### config.mk
export PLATFORM = sky130hd
export DESIGN_NAME = loop_data_unit
export DESIGN_NICKNAME = d
export VERILOG_FILES = /design/src/rtl/loop_data_pkg.sv /design/src/rtl/ld_op_decode.sv /design/src/rtl/ld_counter.sv /design/src/rtl/ld_latch.sv /design/src/rtl/loop_data_unit.sv
export SDC_FILE = /design/constraint.sdc
export NUM_CORES = 1
export LEC_CHECK = 0
export BUFFER_PORTS_ARGS = -buffer_cell sky130_fd_sc_hd__buf_2
export CORE_UTILIZATION = 45
export DETAILED_ROUTE_END_ITERATION = 6
export GPL_ROUTABILITY_DRIVEN = 0
export PLACE_DENSITY = 0.85
export REMOVE_ABC_BUFFERS = 1
export SYNTH_ARGS = -nofsm -noshare
export SYNTH_HDL_FRONTEND = slang
export SYNTH_HIERARCHICAL = 1
export SYNTH_SLANG_ARGS = --single-unit
### constraint.sdc
create_clock -name clk_i -period 1.5 [get_ports clk_i]
set_clock_uncertainty 0.05 [all_clocks]
set_input_delay 0.15 -clock clk_i [delete_from_list [all_inputs] [get_ports clk_i]]
set_output_delay 0.15 -clock clk_i [all_outputs]
set_load 0.02 [all_outputs]
### src/rtl/loop_data_pkg.sv
package loop_data_pkg;
  localparam int unsigned CNT_W = 6;
  localparam int unsigned LAT_W = 38;
  localparam int unsigned LIT_W = 20;
  localparam int unsigned HI_LSB = 20;
  localparam int unsigned HI_W = LAT_W - HI_LSB;

  typedef enum logic [2:0] {
    OP_NOP  = 3'd0,
    OP_CNT  = 3'd1,
    OP_FULL = 3'd2,
    OP_LO   = 3'd3,
    OP_HI   = 3'd4
  } op_e;

  typedef enum logic [1:0] {
    SRC_DEC = 2'b00,
    SRC_LAT = 2'b01,
    SRC_LIT = 2'b10,
    SRC_LT2 = 2'b11
  } src_e;
endpackage

### src/rtl/ld_op_decode.sv
module ld_op_decode
  import loop_data_pkg::*;
(
  input  logic       op_valid_i,
  input  logic [2:0] op_i,
  output logic       cnt_ld_o,
  output logic       full_ld_o,
  output logic       lo_ld_o,
  output logic       hi_ld_o
);
  always_comb begin
    cnt_ld_o  = 1'b0;
    full_ld_o = 1'b0;
    lo_ld_o   = 1'b0;
    hi_ld_o   = 1'b0;
    if (op_valid_i) begin
      unique case (op_e'(op_i))
        OP_CNT:  cnt_ld_o  = 1'b1;
        OP_FULL: full_ld_o = 1'b1;
        OP_LO:   lo_ld_o   = 1'b1;
        OP_HI:   hi_ld_o   = 1'b1;
        default: ;
      endcase
    end
  end
endmodule

### src/rtl/ld_counter.sv
module ld_counter
  import loop_data_pkg::*;
#(
  parameter int unsigned W = CNT_W
) (
  input  logic         clk_i,
  input  logic         rst_ni,
  input  logic         ld_i,
  input  logic [1:0]   src_i,
  input  logic [W-1:0] lat_bits_i,
  input  logic [W-1:0] lit_i,
  input  logic         kill_i,
  output logic [W-1:0] cnt_o
);
  logic [W-1:0] cnt_q, cnt_d, dec;

  // saturating step down
  assign dec = (cnt_q == '0) ? '0 : cnt_q - W'(1);

  always_comb begin
    cnt_d = cnt_q;
    if (ld_i) begin
      unique case (src_e'(src_i))
        SRC_DEC: cnt_d = dec;
        SRC_LAT: cnt_d = lat_bits_i;
        default: cnt_d = lit_i;
      endcase
    end
    if (kill_i) cnt_d = '0;
  end

  always_ff @(posedge clk_i or negedge rst_ni) begin
    if (!rst_ni) cnt_q <= '0;
    else         cnt_q <= cnt_d;
  end

  assign cnt_o = cnt_q;
endmodule

### src/rtl/ld_latch.sv
module ld_latch
  import loop_data_pkg::*;
#(
  parameter int unsigned W   = LAT_W,
  parameter int unsigned LW  = LIT_W,
  parameter int unsigned SPL = HI_LSB
) (
  input  logic          clk_i,
  input  logic          rst_ni,
  input  logic          full_i,
  input  logic          lo_i,
  input  logic          hi_i,
  input  logic [LW-1:0] lit_i,
  output logic [W-1:0]  lat_o,
  output logic          sign_o
);
  localparam int unsigned HW = W - SPL;

  logic [SPL-1:0] lo_q, lo_d;
  logic [HW-1:0]  hi_q, hi_d;
  logic           s_q, s_d;
  logic [W-1:0]   full_val;

  assign full_val = W'(lit_i);

  always_comb begin
    lo_d = lo_q;
    hi_d = hi_q;
    s_d  = s_q;
    if (full_i) begin
      lo_d = full_val[SPL-1:0];
      hi_d = full_val[W-1:SPL];
      s_d  = 1'b0;
    end else if (lo_i) begin
      lo_d = lit_i[SPL-1:0];
    end else if (hi_i) begin
      hi_d = lit_i[HW:1];
      s_d  = lit_i[HW];
    end
  end

  always_ff @(posedge clk_i or negedge rst_ni) begin
    if (!rst_ni) begin
      lo_q <= '0;
      hi_q <= '0;
      s_q  <= 1'b0;
    end else begin
      lo_q <= lo_d;
      hi_q <= hi_d;
      s_q  <= s_d;
    end
  end

  assign lat_o  = {hi_q, lo_q};
  assign sign_o = s_q;
endmodule

### src/rtl/loop_data_unit.sv
module loop_data_unit
  import loop_data_pkg::*;
(
  input  logic             clk_i,
  input  logic             rst_ni,
  input  logic             op_valid_i,
  input  logic [2:0]       op_i,
  input  logic [1:0]       src_i,
  input  logic [LIT_W-1:0] lit_i,
  input  logic             kill_i,
  output logic [CNT_W-1:0] count_o,
  output logic             zero_o,
  output logic [LAT_W-1:0] latch_o,
  output logic             sign_o
);
  logic cnt_ld, full_ld, lo_ld, hi_ld;

  ld_op_decode u_dec (
    .op_valid_i(op_valid_i), .op_i(op_i),
    .cnt_ld_o(cnt_ld), .full_ld_o(full_ld), .lo_ld_o(lo_ld), .hi_ld_o(hi_ld)
  );

  ld_latch #(.W(LAT_W), .LW(LIT_W), .SPL(HI_LSB)) u_lat (
    .clk_i(clk_i), .rst_ni(rst_ni),
    .full_i(full_ld), .lo_i(lo_ld), .hi_i(hi_ld),
    .lit_i(lit_i), .lat_o(latch_o), .sign_o(sign_o)
  );

  ld_counter #(.W(CNT_W)) u_cnt (
    .clk_i(clk_i), .rst_ni(rst_ni), .ld_i(cnt_ld), .src_i(src_i),
    .lat_bits_i(latch_o[CNT_W-1:0]), .lit_i(lit_i[CNT_W-1:0]),
    .kill_i(kill_i), .cnt_o(count_o)
  );

  assign zero_o = (count_o == '0);
endmodule

# --- Word level (Yosys, flattened, before mapping) ---
# Index checks and enable logic that the tools add are counted.
totals:
  out_inout_bits: 46
  input_bits: 29
  reg_bits: 45
  latch_bits: 0
  mem_count: 0
  ramBits: 0
  word_cells: 37
  rom_bits: 0
classes:
  addsub: 1
  mul: 0
  eq_ne: 6
  n_mux: 20
  order_cmp: 0
  shift: 0
  reduce_logical: 6
  bitwise_logic: 0
  div_mod_pow: 0
op_table:
  columns: ["op", "count"]
  rows:
  - ["18-bit two-way mux", 3]
  - ["20-bit two-way mux", 2]
  - ["6-bit two-way mux", 3]
  - ["6-bit one-hot mux with 2 select lines", 1]
  - ["1-bit two-way mux", 11]
  - ["3-bit by 2-bit equality test with 1-bit output, second input constant", 2]
  - ["6-bit zero test", 1]
  - ["2-bit nonzero test", 3]
  - ["6-bit by 1-bit subtractor with 6-bit output, second input constant", 1]
  - ["3-bit by 1-bit equality test with 1-bit output, second input constant", 1]
  - ["3-bit equality test, second input constant", 1]
  - ["2-bit by 1-bit equality test with 1-bit output, second input constant", 1]
  - ["2-bit zero test", 1]
  - ["2-bit != test, second input constant", 1]
  - ["2-bit AND reduction", 1]

# --- Logic depth before layout (Yosys ltp) ---
# Gate-level depths: netlist of the first run.
depth:
  depth_word: 6
  depth_mapped: 6
  ltp_nobuf: 6

# --- Hierarchy ---
# The synthesis of the first run kept the hierarchy.
by_module_without_submodules:
  columns: ["mod", "cells_each", "area_per_inst_um2", "seq_area_each_um2", "n_inst"]
  rows:
  - ["ld_latch", 126, 1809.2, 950.9, 1]
  - ["ld_counter", 52, 474.2, 150.1, 1]
  - ["ld_op_decode", 4, 47.5, 0.0, 1]
  - ["loop_data_unit", 2, 17.5, 0.0, 1]

# --- Worst setup path before layout of the first run ---
# No wires, ideal clock.
synth_path:
  path_kind: "flip-flop to flip-flop"
  start: "reg u_cnt.cnt_q[2], in the netlist u_cnt/cnt_o[2]"
  end: "reg u_cnt.cnt_q[2], in the netlist u_cnt/cnt_o[2]"
  arrival_time_ns: 1.479
  synth_period_minus_slack_ns: 1.653
  t_required_ns: 1.326
  setup_ns: 0.124
  path_slack_ns: -0.153
  path_stages_with_launch: 5
  path_buffers: 0
  cell_sequence: "dfrtp_1 > or3_4 > o2111ai_2 > o22ai_1 > a211o_1"
synth_between:
  elab_chain_cells: 5
  word_cells_on_any_way: 6
  classes_between: "1 x add/sub; 4 x mux; 1 x reduce/logical"
synth_lines:
  columns: ["item", "line", "rtl"]
  rows:
  - ["start: declaration", "ld_counter.sv:15", "logic [W-1:0] cnt_q, cnt_d, dec;"]
  - ["start signal: assignment", "ld_counter.sv:34", "else cnt_q <= cnt_d;"]
  - ["6-bit by 1-bit subtractor with 6-bit output or 6-bit zero test (tied branches)", "ld_counter.sv:18", "assign dec = (cnt_q == '0) ? '0 : cnt_q - W'(1);"]
  - ["6-bit two-way mux *", "ld_counter.sv:18", null]
  - ["6-bit one-hot mux with 2 select lines *", "ld_counter.sv:23", "unique case (src_e'(src_i))"]
  - ["6-bit two-way mux *", "ld_counter.sv:22", "if (ld_i) begin"]
  - ["6-bit two-way mux *", "ld_counter.sv:29", "if (kill_i) cnt_d = '0;"]
# Mark *: on every way between the ends. The rest lies on a longest branch, timed or not. The select of a mux whose other input is x is not followed.
# A chain may end at the register's enable or synchronous reset.

# --- Final worst setup path of the first run ---
layout_path:
  start: "reg u_cnt.cnt_q[3], in the netlist u_cnt/cnt_o[3]"
  end: "out zero_o"
layout_between:
  elab_chain_cells: 1
layout_lines:
  columns: ["item", "line", "rtl"]
  rows:
  - ["6-bit zero test", "loop_data_unit.sv:35", "assign zero_o = (count_o == '0);"]
  - ["end: declaration", "loop_data_unit.sv:12", "output logic zero_o,"]
# Every way passes these cells.

==> impl_metrics.env, run 1 <==
export IMPL_static_leakage_power_nw=1.53
export IMPL_total_power_mw=3.25
export IMPL_first_pass_grt_wire_length_microns=8920
export IMPL_finalCritPeriodShare=1.17
export IMPL_fillCellCount=405
export IMPL_netlist_top_cells_area="sky130_fd_sc_hd__dfrtp_1 47%, sky130_fd_sc_hd__mux2_4 13%, sky130_fd_sc_hd__nand4bb_1 8.6%, sky130_fd_sc_hd__nand2b_1 5.1%, sky130_fd_sc_hd__o21ai_2 3.7%"
export IMPL_antenna_cells_inserted=0
export IMPL_drc_violation_count_after_routing=0
export IMPL_postPlaceCellArea_sq_um=2840
export IMPL_area_delta_synth_final_pct=28.1
export IMPL_report_final_setup_viol=7
export IMPL_synth_top_cell_area_share=0.469
export IMPL_power_per_cell_area_nw_per_um2=1080
export IMPL_die_y_microns=74.2
export IMPL_detail_route_vias_per_cell=5.58
export IMPL_drt_pass1_iter_count=4
export IMPL_critical_path_max_fanout=6
export IMPL_antenna_found_initial=0
export IMPL_num_vias=1874
export IMPL_grt_start_max_net_pins=45
export IMPL_failed_checks="setup timing"
export IMPL_post_place_ws_ps=-51.6
export IMPL_average_detailed_routed_wire_length_per_instance_microns=16.9
export IMPL_dr_first_iter_drc_count=129
export IMPL_synthesis_instances=184
export IMPL_die_w_microns=74.2
export IMPL_grt_setup_unrepaired="yes"
export IMPL_final_layout_size_suffix_gt1_frac=0.513
export IMPL_setup_worst_path_class="flip-flop to output pin"
export IMPL_yosys_warnings=6
export IMPL_run_status="finished, violations left"
export IMPL_timing_max_slew_rel_slack=0.709
export IMPL_initial_core_util=0.481
export IMPL_cts_htree_levels=2
export IMPL_cp_data_required_time_ps=1300
export IMPL_fmax_mhz=569
export IMPL_netlist_cell_type_count=42
export IMPL_startpoint_type="flip-flop"
export IMPL_tritoncts_num_buffers=5
export IMPL_drv_max_cap_violation_count=0
export IMPL_num_io_pins=75
export IMPL_floorplan_die_area_sq_um=5510
export IMPL_finish_net_count=300
export IMPL_fin_ws_ps=-259
export IMPL_final_design_area_no_fill_sq_um=3010
export IMPL_tritoncts_clock_tree="done"
export IMPL_worstSetupEndpointType="output pin"
export IMPL_floorplan_rows=25
export IMPL_hold_viol=0
export IMPL_finalNonFillerCells=336
export IMPL_core_area_sq_um=4880
export IMPL_clk_transition_reported_paths_ps=80
export IMPL_min_delay_path_class="input pin to flip-flop"
export IMPL_place_port_buffers=74
export IMPL_top_cell_type_by_total_area_after_synthesis="sky130_fd_sc_hd__dfrtp_1"
export IMPL_worst_slew_pin_slew_ps=435
export IMPL_grt_overflow=0
export IMPL_worst_hold_slack_ps=32.5
export IMPL_dpl_cell_count=325
export IMPL_report_final_slew_viol_count=0
export IMPL_synthesis_area_per_instance_sq_um=12.8
export IMPL_ir_drop_v=0.000489
export IMPL_drt_antenna_violating_nets=0
export IMPL_finalWorstPathRequiredPeriod_ps=1760
export IMPL_cp_arrival_ps=1560
export IMPL_global_route_usage_total=0.216
export IMPL_post_route_util=0.616
export IMPL_clkLatencyLatePin_ps=290
export IMPL_synth_seq_area_share=0.469
export IMPL_cts_sinks=44
export IMPL_synth_cell_area_sq_um=2350
export IMPL_setup_tns_ps=-890
export IMPL_clock_tree_buffer_depth=2
export IMPL_postRouteWirelength_microns=5670
export IMPL_half_perimeter_wire_length_of_the_detailed_placement_result_microns=3770
export IMPL_ctsRootBufferMaster="sky130_fd_sc_hd__clkbuf_8"
export IMPL_grt_pass1_vias=1843
export IMPL_ys_ff_latch=44
==> repair_timing <==
item / CTS / global route
endpoints found under the hold margin: 44 / 0
hold buffers: 1 / 0
pin swaps: 1 / 5
buffers inserted: 1 / 2
cloned: 0 / 0
gates resized for setup: 7 / 6
endpoints found under the setup margin: 6 / 7
==> cell usage after synthesis (all sizes together) <==
cell      n
dfrtp    44
o21ai    21
mux2     20
nand2b   19
nand4bb  18
buf      10
nor2      5
clkbuf    4
inv       4
nor3      4
a22oi     3
and4bb    3
a211o     2
a22o      2
ha        2
mux2i     2
nor2b     2
o211a     2
o211ai    2
a21oi     1
a221o     1
a32o      1
and2b     1
and3      1
and4b     1
nand2     1
nor3b     1
o2111ai   1
o22ai     1
o31ai     1
or2       1
or3       1
or4       1
xor2      1
==> kinds of logic after synthesis <==
group / count (synthesis) / synth area share
buffers and inverters: 18 / 0.0517
flip-flops: 44 / 0.469
multiplexers: 22 / 0.136
adder cells (fa/ha/maj): 2 / 0.0107
XOR/XNOR: 1 / 0.00373
AO/OA/AOI/OAI: 38 / 0.123
AND/OR/NAND/NOR: 59 / 0.206
==> cell type report <==
type,count,area (sq um),area share
repair buffers,92,556,0.185
inverters,4,15.0,0.00499
clock buffers,6,72.6,0.0241
well taps,67,83.8,0.0279
clock inverters,1,5.00,0.00166
multi-input cells,122,1170,0.391
flip-flops and latches,44,1100,0.366
==> worst max-delay path, cell delays in order (launching register included) <==
cell	delay (ps)
sky130_fd_sc_hd__dfrtp_1	380
sky130_fd_sc_hd__buf_4	150
sky130_fd_sc_hd__or4_4	470
sky130_fd_sc_hd__nor3_2	110
sky130_fd_sc_hd__buf_4	160
==> metal layers <==
layer  track usage  routed length [microns]
met1         0.275                     2490
met4        0.0943                      113
met2         0.348                     2760
met3        0.0556                      304
met5             0                        0
==> layout by cell type (no fill, tap or decap), types with 3 or more instances in the layout <==
cell type                    n
sky130_fd_sc_hd__buf_12      3
sky130_fd_sc_hd__o21ai_1     6
sky130_fd_sc_hd__inv_1       4
sky130_fd_sc_hd__buf_4      13
sky130_fd_sc_hd__o21ai_2    11
sky130_fd_sc_hd__mux2_4     20
sky130_fd_sc_hd__nor2_1      4
sky130_fd_sc_hd__nand4bb_1  18
sky130_fd_sc_hd__nand2b_1   18
sky130_fd_sc_hd__a22oi_1     3
sky130_fd_sc_hd__dfrtp_1    44
sky130_fd_sc_hd__clkbuf_8    5
sky130_fd_sc_hd__buf_2      73
sky130_fd_sc_hd__o21ai_0     3
==> state kept, by name (all words and copies together), names as in the netlist <==
| signal | cells |
|---|---|
| u_lat/hi_q | 18 |
| u_lat/lo_q | 20 |
| u_cnt/cnt_o | 6 |
==> worst paths after layout <==
check	start	end	slack, ps	cells past startpoint
hold reg to reg	u_lat/lo_q[16]	u_lat/lo_q[16]	460	1
max in group asynchronous	rst_ni	u_lat/hi_q[11]	890	3
setup / recovery	u_cnt/cnt_o[3]	zero_o	-260	4
min in group asynchronous	rst_ni	u_lat/lo_q[1]	300	3
setup reg to reg	u_cnt/cnt_o[3]	u_cnt/cnt_o[2]	-210	5
hold / removal	lit_i[19]	u_lat/lo_q[19]	30	2
==> power breakdown <==
| group | internal (mW) | switching, mW |
|---|---|---|
| logic | 0.466 | 0.560 |
| clock network | 0.317 | 0.399 |
| registers | 1.38 | 0.123 |
| total | 2.17 | 1.08 |
Power figures use the tool's default switching activity.
==> inputs of run 2 (changes only) <==
--- a/config.mk
+++ b/config.mk
@@ -10,7 +10,9 @@
 export DETAILED_ROUTE_END_ITERATION = 6
 export GPL_ROUTABILITY_DRIVEN = 0
 export PLACE_DENSITY = 0.85
+export RECOVER_POWER = 100
 export REMOVE_ABC_BUFFERS = 1
+export SKIP_LAST_GASP = 1
 export SYNTH_ARGS = -nofsm -noshare
 export SYNTH_HDL_FRONTEND = slang
 export SYNTH_HIERARCHICAL = 1
==> run 2 against run 1 <==
The flow still finishes with violations (setup timing). Die area unchanged. Non-clock buffer count unchanged. Combinational power decreased by 18%. Final cell count unchanged. Via count decreased by 1.5%. Fmax about the same. Largest cell class is now sequential cells. Highest routed layer unchanged.
==> impl_metrics.env, run 2 (synthesis results as in run 1) <==
export IMPL_fin_ws_ps=-260
export IMPL_half_perimeter_wire_length_of_the_detailed_placement_result_microns=3770
export IMPL_run_status="finished, violations left"
export IMPL_critical_path_max_fanout=6
export IMPL_cts_sinks=44
export IMPL_drt_antenna_violating_nets=0
export IMPL_antenna_cells_inserted=0
export IMPL_worst_slew_pin_slew_ps=612
export IMPL_ir_drop_v=0.000498
export IMPL_grt_overflow=0
export IMPL_average_detailed_routed_wire_length_per_instance_microns=16.8
export IMPL_mostFrequentLayoutCells="44 x sky130_fd_sc_hd__dfrtp_1, 41 x sky130_fd_sc_hd__clkbuf_1, 33 x sky130_fd_sc_hd__buf_2"
export IMPL_startpoint_type="flip-flop"
export IMPL_ctsRootBufferMaster="sky130_fd_sc_hd__clkbuf_8"
export IMPL_grt_pass1_vias=1843
export IMPL_clock_tree_buffer_depth=2
export IMPL_drt_pass1_iter_count=4
export IMPL_min_delay_path_class="input pin to flip-flop"
export IMPL_dr_first_iter_drc_count=134
export IMPL_drc_violation_count_after_routing=0
export IMPL_total_power_mw=3.06
export IMPL_cp_data_required_time_ps=1300
export IMPL_global_route_usage_total=0.216
export IMPL_clk_transition_reported_paths_ps=80
export IMPL_top_reg_by_flops="u_lat/lo_q"
export IMPL_initial_core_util=0.481
export IMPL_layout_cells_most_common="sky130_fd_sc_hd__dfrtp_1"
export IMPL_finalWorstPathRequiredPeriod_ps=1760
export IMPL_report_final_slew_viol_count=0
export IMPL_dpl_cell_count=325
export IMPL_place_port_buffers=74
export IMPL_setup_worst_path_class="flip-flop to output pin"
export IMPL_fmax_mhz=568
export IMPL_drv_max_cap_violation_count=0
export IMPL_static_leakage_power_nw=1.27
export IMPL_post_place_ws_ps=-51.6
export IMPL_finalCritPeriodShare=1.17
export IMPL_failed_checks="setup timing"
export IMPL_finalNonFillerCells=336
export IMPL_cts_htree_levels=2
export IMPL_tritoncts_clock_tree="done"
export IMPL_hold_viol=0
export IMPL_cp_arrival_ps=1560
export IMPL_grt_start_max_net_pins=45
export IMPL_core_area_sq_um=4880
export IMPL_die_y_microns=74.2
export IMPL_finish_net_count=300
export IMPL_antenna_found_initial=0
export IMPL_report_final_setup_viol=7
export IMPL_power_per_cell_area_nw_per_um2=1090
export IMPL_floorplan_rows=25
export IMPL_timing_max_slew_rel_slack=0.592
export IMPL_num_io_pins=75
export IMPL_worstSetupEndpointType="output pin"
export IMPL_flip_flop_count_of_the_largest_register_after_layout=20
export IMPL_tritoncts_num_buffers=5
export IMPL_worst_hold_slack_ps=17.7
export IMPL_clkLatencyLatePin_ps=290
export IMPL_area_delta_synth_final_pct=19.4
export IMPL_detail_route_vias_per_cell=5.49
export IMPL_first_pass_grt_wire_length_microns=8920
export IMPL_floorplan_die_area_sq_um=5510
export IMPL_num_vias=1846
export IMPL_final_layout_size_suffix_gt1_frac=0.260
export IMPL_die_w_microns=74.2
export IMPL_grt_setup_unrepaired="yes"
export IMPL_postRouteWirelength_microns=5660
## run 2: cell types whose count changed in the layout (fill, tap and decap cells not counted), moves of 3 or more
cell	previous run	this run
sky130_fd_sc_hd__o21ai_1	6	1
sky130_fd_sc_hd__clkbuf_1	1	41
sky130_fd_sc_hd__buf_12	3	0
sky130_fd_sc_hd__o21ai_0	3	18
sky130_fd_sc_hd__mux2_4	20	3
sky130_fd_sc_hd__clkbuf_2	0	3
sky130_fd_sc_hd__mux2_1	0	17
sky130_fd_sc_hd__buf_2	73	33
sky130_fd_sc_hd__o21ai_2	11	1
## run 2: through the flow
stage | TNS (ps) | util | cell area [sq um]
after floorplan | -4080 | - | 2240
after global placement | -21.2 | 0.582 | 2840
after detailed placement | -95.1 | 0.582 | 2840
after CTS | -484 | 0.608 | 2970
after global routing | -1310 | 0.575 | 2800
final | -914 | 0.575 | 2800
## run 2: final timing paths
kind                                      from        endpoint  slack [ps]  cells after the start
worst max register to register  u_cnt/cnt_o[3]  u_cnt/cnt_o[2]        -210                      5
max in group asynchronous               rst_ni  u_cnt/cnt_o[2]         540                      3
worst max-delay path            u_cnt/cnt_o[3]          zero_o        -260                      4
worst min-delay path                 lit_i[19]  u_lat/lo_q[19]          20                      2
min in group asynchronous               rst_ni   u_lat/lo_q[1]         450                      3
worst min register to register  u_lat/lo_q[16]  u_lat/lo_q[16]         440                      1
## run 2: what timing repair did
action	CTS	global route
endpoints found under the hold margin	44	0
hold buffers	1	0
pin swaps	1	5
setup endpoints to repair	6	7
gates cloned	0	0
resized for setup	7	6
buffers inserted	1	2
## run 2: routing by layer
layer,track usage,vias up,wire (microns)
met2,0.348,66,2690
met3,0.0556,11,259
met4,0.0943,0,96
li1,-,844,-
met1,0.275,925,2610
met5,0,-,0
## run 2: worst max-delay path, stage by stage, from the launching register on
cell and delay, ps:
sky130_fd_sc_hd__dfrtp_1 380, sky130_fd_sc_hd__buf_4 150, sky130_fd_sc_hd__or4_4 470, sky130_fd_sc_hd__nor3_2 110
sky130_fd_sc_hd__buf_4 160
## run 2: power breakdown
part           internal [mW]  switching, mW  leakage [nW]  total (mW)
sequential              1.38          0.124         0.557        1.51
clock                  0.317          0.398        0.0410       0.715
combinational          0.300          0.541         0.668       0.841
## run 2: layout make-up
| cell class | count | area (sq um) |
|---|---|---|
| multi-input combinational | 122 | 1070 |
| clock buffer | 6 | 72.6 |
| timing repair buffer | 92 | 460 |
| clock inverter | 1 | 5.00 |
| sequential | 44 | 1100 |
| inverter | 4 | 15.0 |
| tap | 67 | 83.8 |
| fill | 468 | 2080 |
==> inputs of run 3 (changes only) <==
--- a/config.mk
+++ b/config.mk
@@ -10,7 +10,7 @@
 export DETAILED_ROUTE_END_ITERATION = 6
 export GPL_ROUTABILITY_DRIVEN = 0
 export PLACE_DENSITY = 0.85
-export RECOVER_POWER = 100
+export RECOVER_POWER = 50
 export REMOVE_ABC_BUFFERS = 1
 export SKIP_LAST_GASP = 1
 export SYNTH_ARGS = -nofsm -noshare
==> constraint.sdc (replaced) <==
create_clock -name clk_i -period 1.6 [get_ports clk_i]
set_clock_uncertainty 0.05 [all_clocks]
set_input_delay 0.16 -clock clk_i [delete_from_list [all_inputs] [get_ports clk_i]]
set_output_delay 0.16 -clock clk_i [all_outputs]
set_load 0.02 [all_outputs]
==> run 3 against run 2 <==
The flow still finishes with violations (setup timing). First-iteration DRC count down 38%. Sequential share of layout area down 1.2 points. Via count down 1.3%. Register-to-register slack better by 90 ps. Critical path depth unchanged. Count of clock-buffer cells in the layout up 2. Largest cell class is now multi-input gates.
==> impl_metrics.env, run 3 (synthesis results as in run 1) <==
export IMPL_floorplan_die_area_sq_um=5510
export IMPL_cts_sinks=44
export IMPL_first_pass_grt_wire_length_microns=8870
export IMPL_power_per_cell_area_nw_per_um2=1040
export IMPL_drc_violation_count_after_routing=0
export IMPL_num_io_pins=75
export IMPL_power_dissipated_by_switching_net_loads_uw=999
export IMPL_final_layout_size_suffix_gt1_frac=0.448
export IMPL_fillCellCount=436
export IMPL_grt_start_max_net_pins=45
export IMPL_critical_register_to_register_path_startpoint="u_cnt/cnt_o[3]"
export IMPL_ir_drop_v=0.000519
export IMPL_initial_core_util=0.481
export IMPL_place_port_buffers=74
export IMPL_tritoncts_num_buffers=5
export IMPL_floorplan_rows=25
export IMPL_antenna_found_initial=0
export IMPL_antenna_cells_inserted=0
export IMPL_dpl_cell_count=325
export IMPL_cp_data_required_time_ps=1390
export IMPL_cts_htree_levels=2
export IMPL_run_status="finished, violations left"
export IMPL_setup_worst_path_class="flip-flop to output pin"
export IMPL_combinationalPowerShare=0.294
export IMPL_tritoncts_clock_tree="done"
export IMPL_cp_arrival_ps=1650
export IMPL_drv_max_cap_violation_count=0
export IMPL_timing_hold_worst_path_depth=2
export IMPL_report_final_slew_viol_count=0
export IMPL_failed_checks="setup timing"
export IMPL_average_detailed_routed_wire_length_per_instance_microns=16.9
export IMPL_fin_ws_ps=-260
export IMPL_core_area_sq_um=4880
export IMPL_layout_cells_most_common="sky130_fd_sc_hd__buf_2"
export IMPL_grt_overflow=0
export IMPL_num_vias=1822
export IMPL_drt_pass1_iter_count=4
export IMPL_timing_reg2reg_worst_path_depth=5
export IMPL_ctsRootBufferMaster="sky130_fd_sc_hd__clkbuf_8"
export IMPL_grt_pass1_vias=1793
export IMPL_finalNonFillerCells=335
export IMPL_swShare=0.331
export IMPL_grt_busiest_layer="met2"
export IMPL_die_y_microns=74.2
export IMPL_total_power_mw=3.02
export IMPL_met2_layer_usage_reported_by_global_route=0.354
export IMPL_detail_route_vias_per_cell=5.44
export IMPL_min_delay_worst_endpoint="u_lat/lo_q[19]"
export IMPL_gr_usage_met1=0.279
export IMPL_post_route_util=0.593
export IMPL_drt_antenna_violating_nets=0
export IMPL_static_leakage_power_nw=1.44
export IMPL_clkLatencyLatePin_ps=300
export IMPL_hold_viol=0
export IMPL_half_perimeter_wire_length_of_the_detailed_placement_result_microns=3850
export IMPL_finalCritPeriodShare=1.16
export IMPL_critical_path_max_fanout=6
export IMPL_die_w_microns=74.2
export IMPL_worstReg2RegEnd="u_cnt/cnt_o[2]"
export IMPL_internal_power_mw=2.02
export IMPL_report_final_setup_viol=2
export IMPL_fmax_mhz=538
export IMPL_startpoint_type="flip-flop"
export IMPL_flip_flop_count_of_the_largest_register_after_layout=20
export IMPL_r2r_slack_ps=-120
export IMPL_power_sequential_fraction=0.467
export IMPL_hold_start="lit_i[19]"
export IMPL_groute_layer_met3_usage=0.0501
export IMPL_min_delay_path_class="input pin to flip-flop"
export IMPL_dr_first_iter_drc_count=83
export IMPL_worstSetupEndpointType="output pin"
export IMPL_mostFrequentLayoutCells="74 x sky130_fd_sc_hd__buf_2, 44 x sky130_fd_sc_hd__dfrtp_1, 19 x sky130_fd_sc_hd__nand2b_1, 18 x sky130_fd_sc_hd__nand4bb_1, 13 x sky130_fd_sc_hd__o21ai_0"
export IMPL_grt_setup_unrepaired="yes"
export IMPL_top_reg_by_flops="u_lat/lo_q"
export IMPL_clock_tree_buffer_depth=2
export IMPL_finish_net_count=298
export IMPL_pwr_share_clk=0.240
export IMPL_postRouteWirelength_microns=5670
export IMPL_setup_tns_ps=-382
export IMPL_timing_max_slew_rel_slack=0.325
export IMPL_global_route_usage_total=0.217
export IMPL_worst_slew_pin_slew_ps=1010
export IMPL_clk_transition_reported_paths_ps=80
export IMPL_finalWorstPathRequiredPeriod_ps=1860
export IMPL_area_delta_synth_final_pct=23.2
## run 3: cell types whose count changed in the layout (fill, tap and decap cells not counted), moves of 5 or more
cell	before	now
sky130_fd_sc_hd__buf_2	33	74
sky130_fd_sc_hd__clkbuf_1	41	2
sky130_fd_sc_hd__mux2_1	17	10
sky130_fd_sc_hd__mux2_4	3	10
sky130_fd_sc_hd__o21ai_0	18	13
sky130_fd_sc_hd__o21ai_2	1	6
## run 3: final cells by class
| type | count | area, sq um | area share |
|---|---|---|---|
| Inverter | 4 | 15.0 | 0.00519 |
| Clock buffer | 8 | 90.1 | 0.0311 |
| Tap cell | 67 | 83.8 | 0.0290 |
| Timing Repair Buffer | 90 | 492 | 0.170 |
| Multi-Input combinational cell | 122 | 1110 | 0.384 |
| Sequential cell | 44 | 1100 | 0.380 |
## run 3: worst max-delay path by stage
stage              startpoint              to  slack (ps)
6_report       u_cnt/cnt_o[3]          zero_o        -260
5_1_grt        u_cnt/cnt_o[3]          zero_o        -290
4_1_cts        u_cnt/cnt_o[3]          zero_o        -200
3_5_place_dp   u_cnt/cnt_o[4]  u_cnt/cnt_o[2]          30
3_3_place_gp   u_cnt/cnt_o[4]  u_cnt/cnt_o[2]          80
2_1_floorplan         op_i[2]   u_lat/lo_q[0]         -90
## run 3: worst max-delay path, stage by stage, from the launching register on
cell                      delay (ps)
sky130_fd_sc_hd__dfrtp_1         380
sky130_fd_sc_hd__buf_4           150
sky130_fd_sc_hd__or4_4           500
sky130_fd_sc_hd__nor3_4          170
sky130_fd_sc_hd__buf_6           140
## run 3: metal layers
metal,share of wire,wire (microns),vias to the layer above
met3,0.040,226,12
met2,0.49,2760,61
met4,0.024,136,0
met1,0.45,2550,906
met5,0,0,-
li1,-,-,843
## run 3: per-stage QoR
stage / cell area, sq um / setup WS (ps) / hold slack [ps]
global placement: 2810 / 81.7 / 231
finish: 2890 / -260 / 29.2
floorplan: 2240 / -88.1 / -186
CTS: 2930 / -196 / 25.9
detailed placement: 2810 / 32.7 / 230
global route: 2890 / -294 / 26.9
## run 3: what timing repair did
action	in CTS	in global routing
pin swaps	0	2
buffers inserted	1	0
resized for setup	2	8
endpoints found under the setup margin	1	6
endpoints found under the hold margin	44	0
hold buffers	1	0
## run 3: power by group through the flow
stage | logic (mW) | registers (mW) | clock network, mW
after global routing | 0.957 | 1.43 | 0.793
after CTS | 0.942 | 1.41 | 0.752
after detailed placement | 0.934 | 1.43 | 0
after global placement | 0.909 | 1.42 | 0
after floorplan | 0.339 | 1.66 | 0
final | 0.887 | 1.41 | 0.723
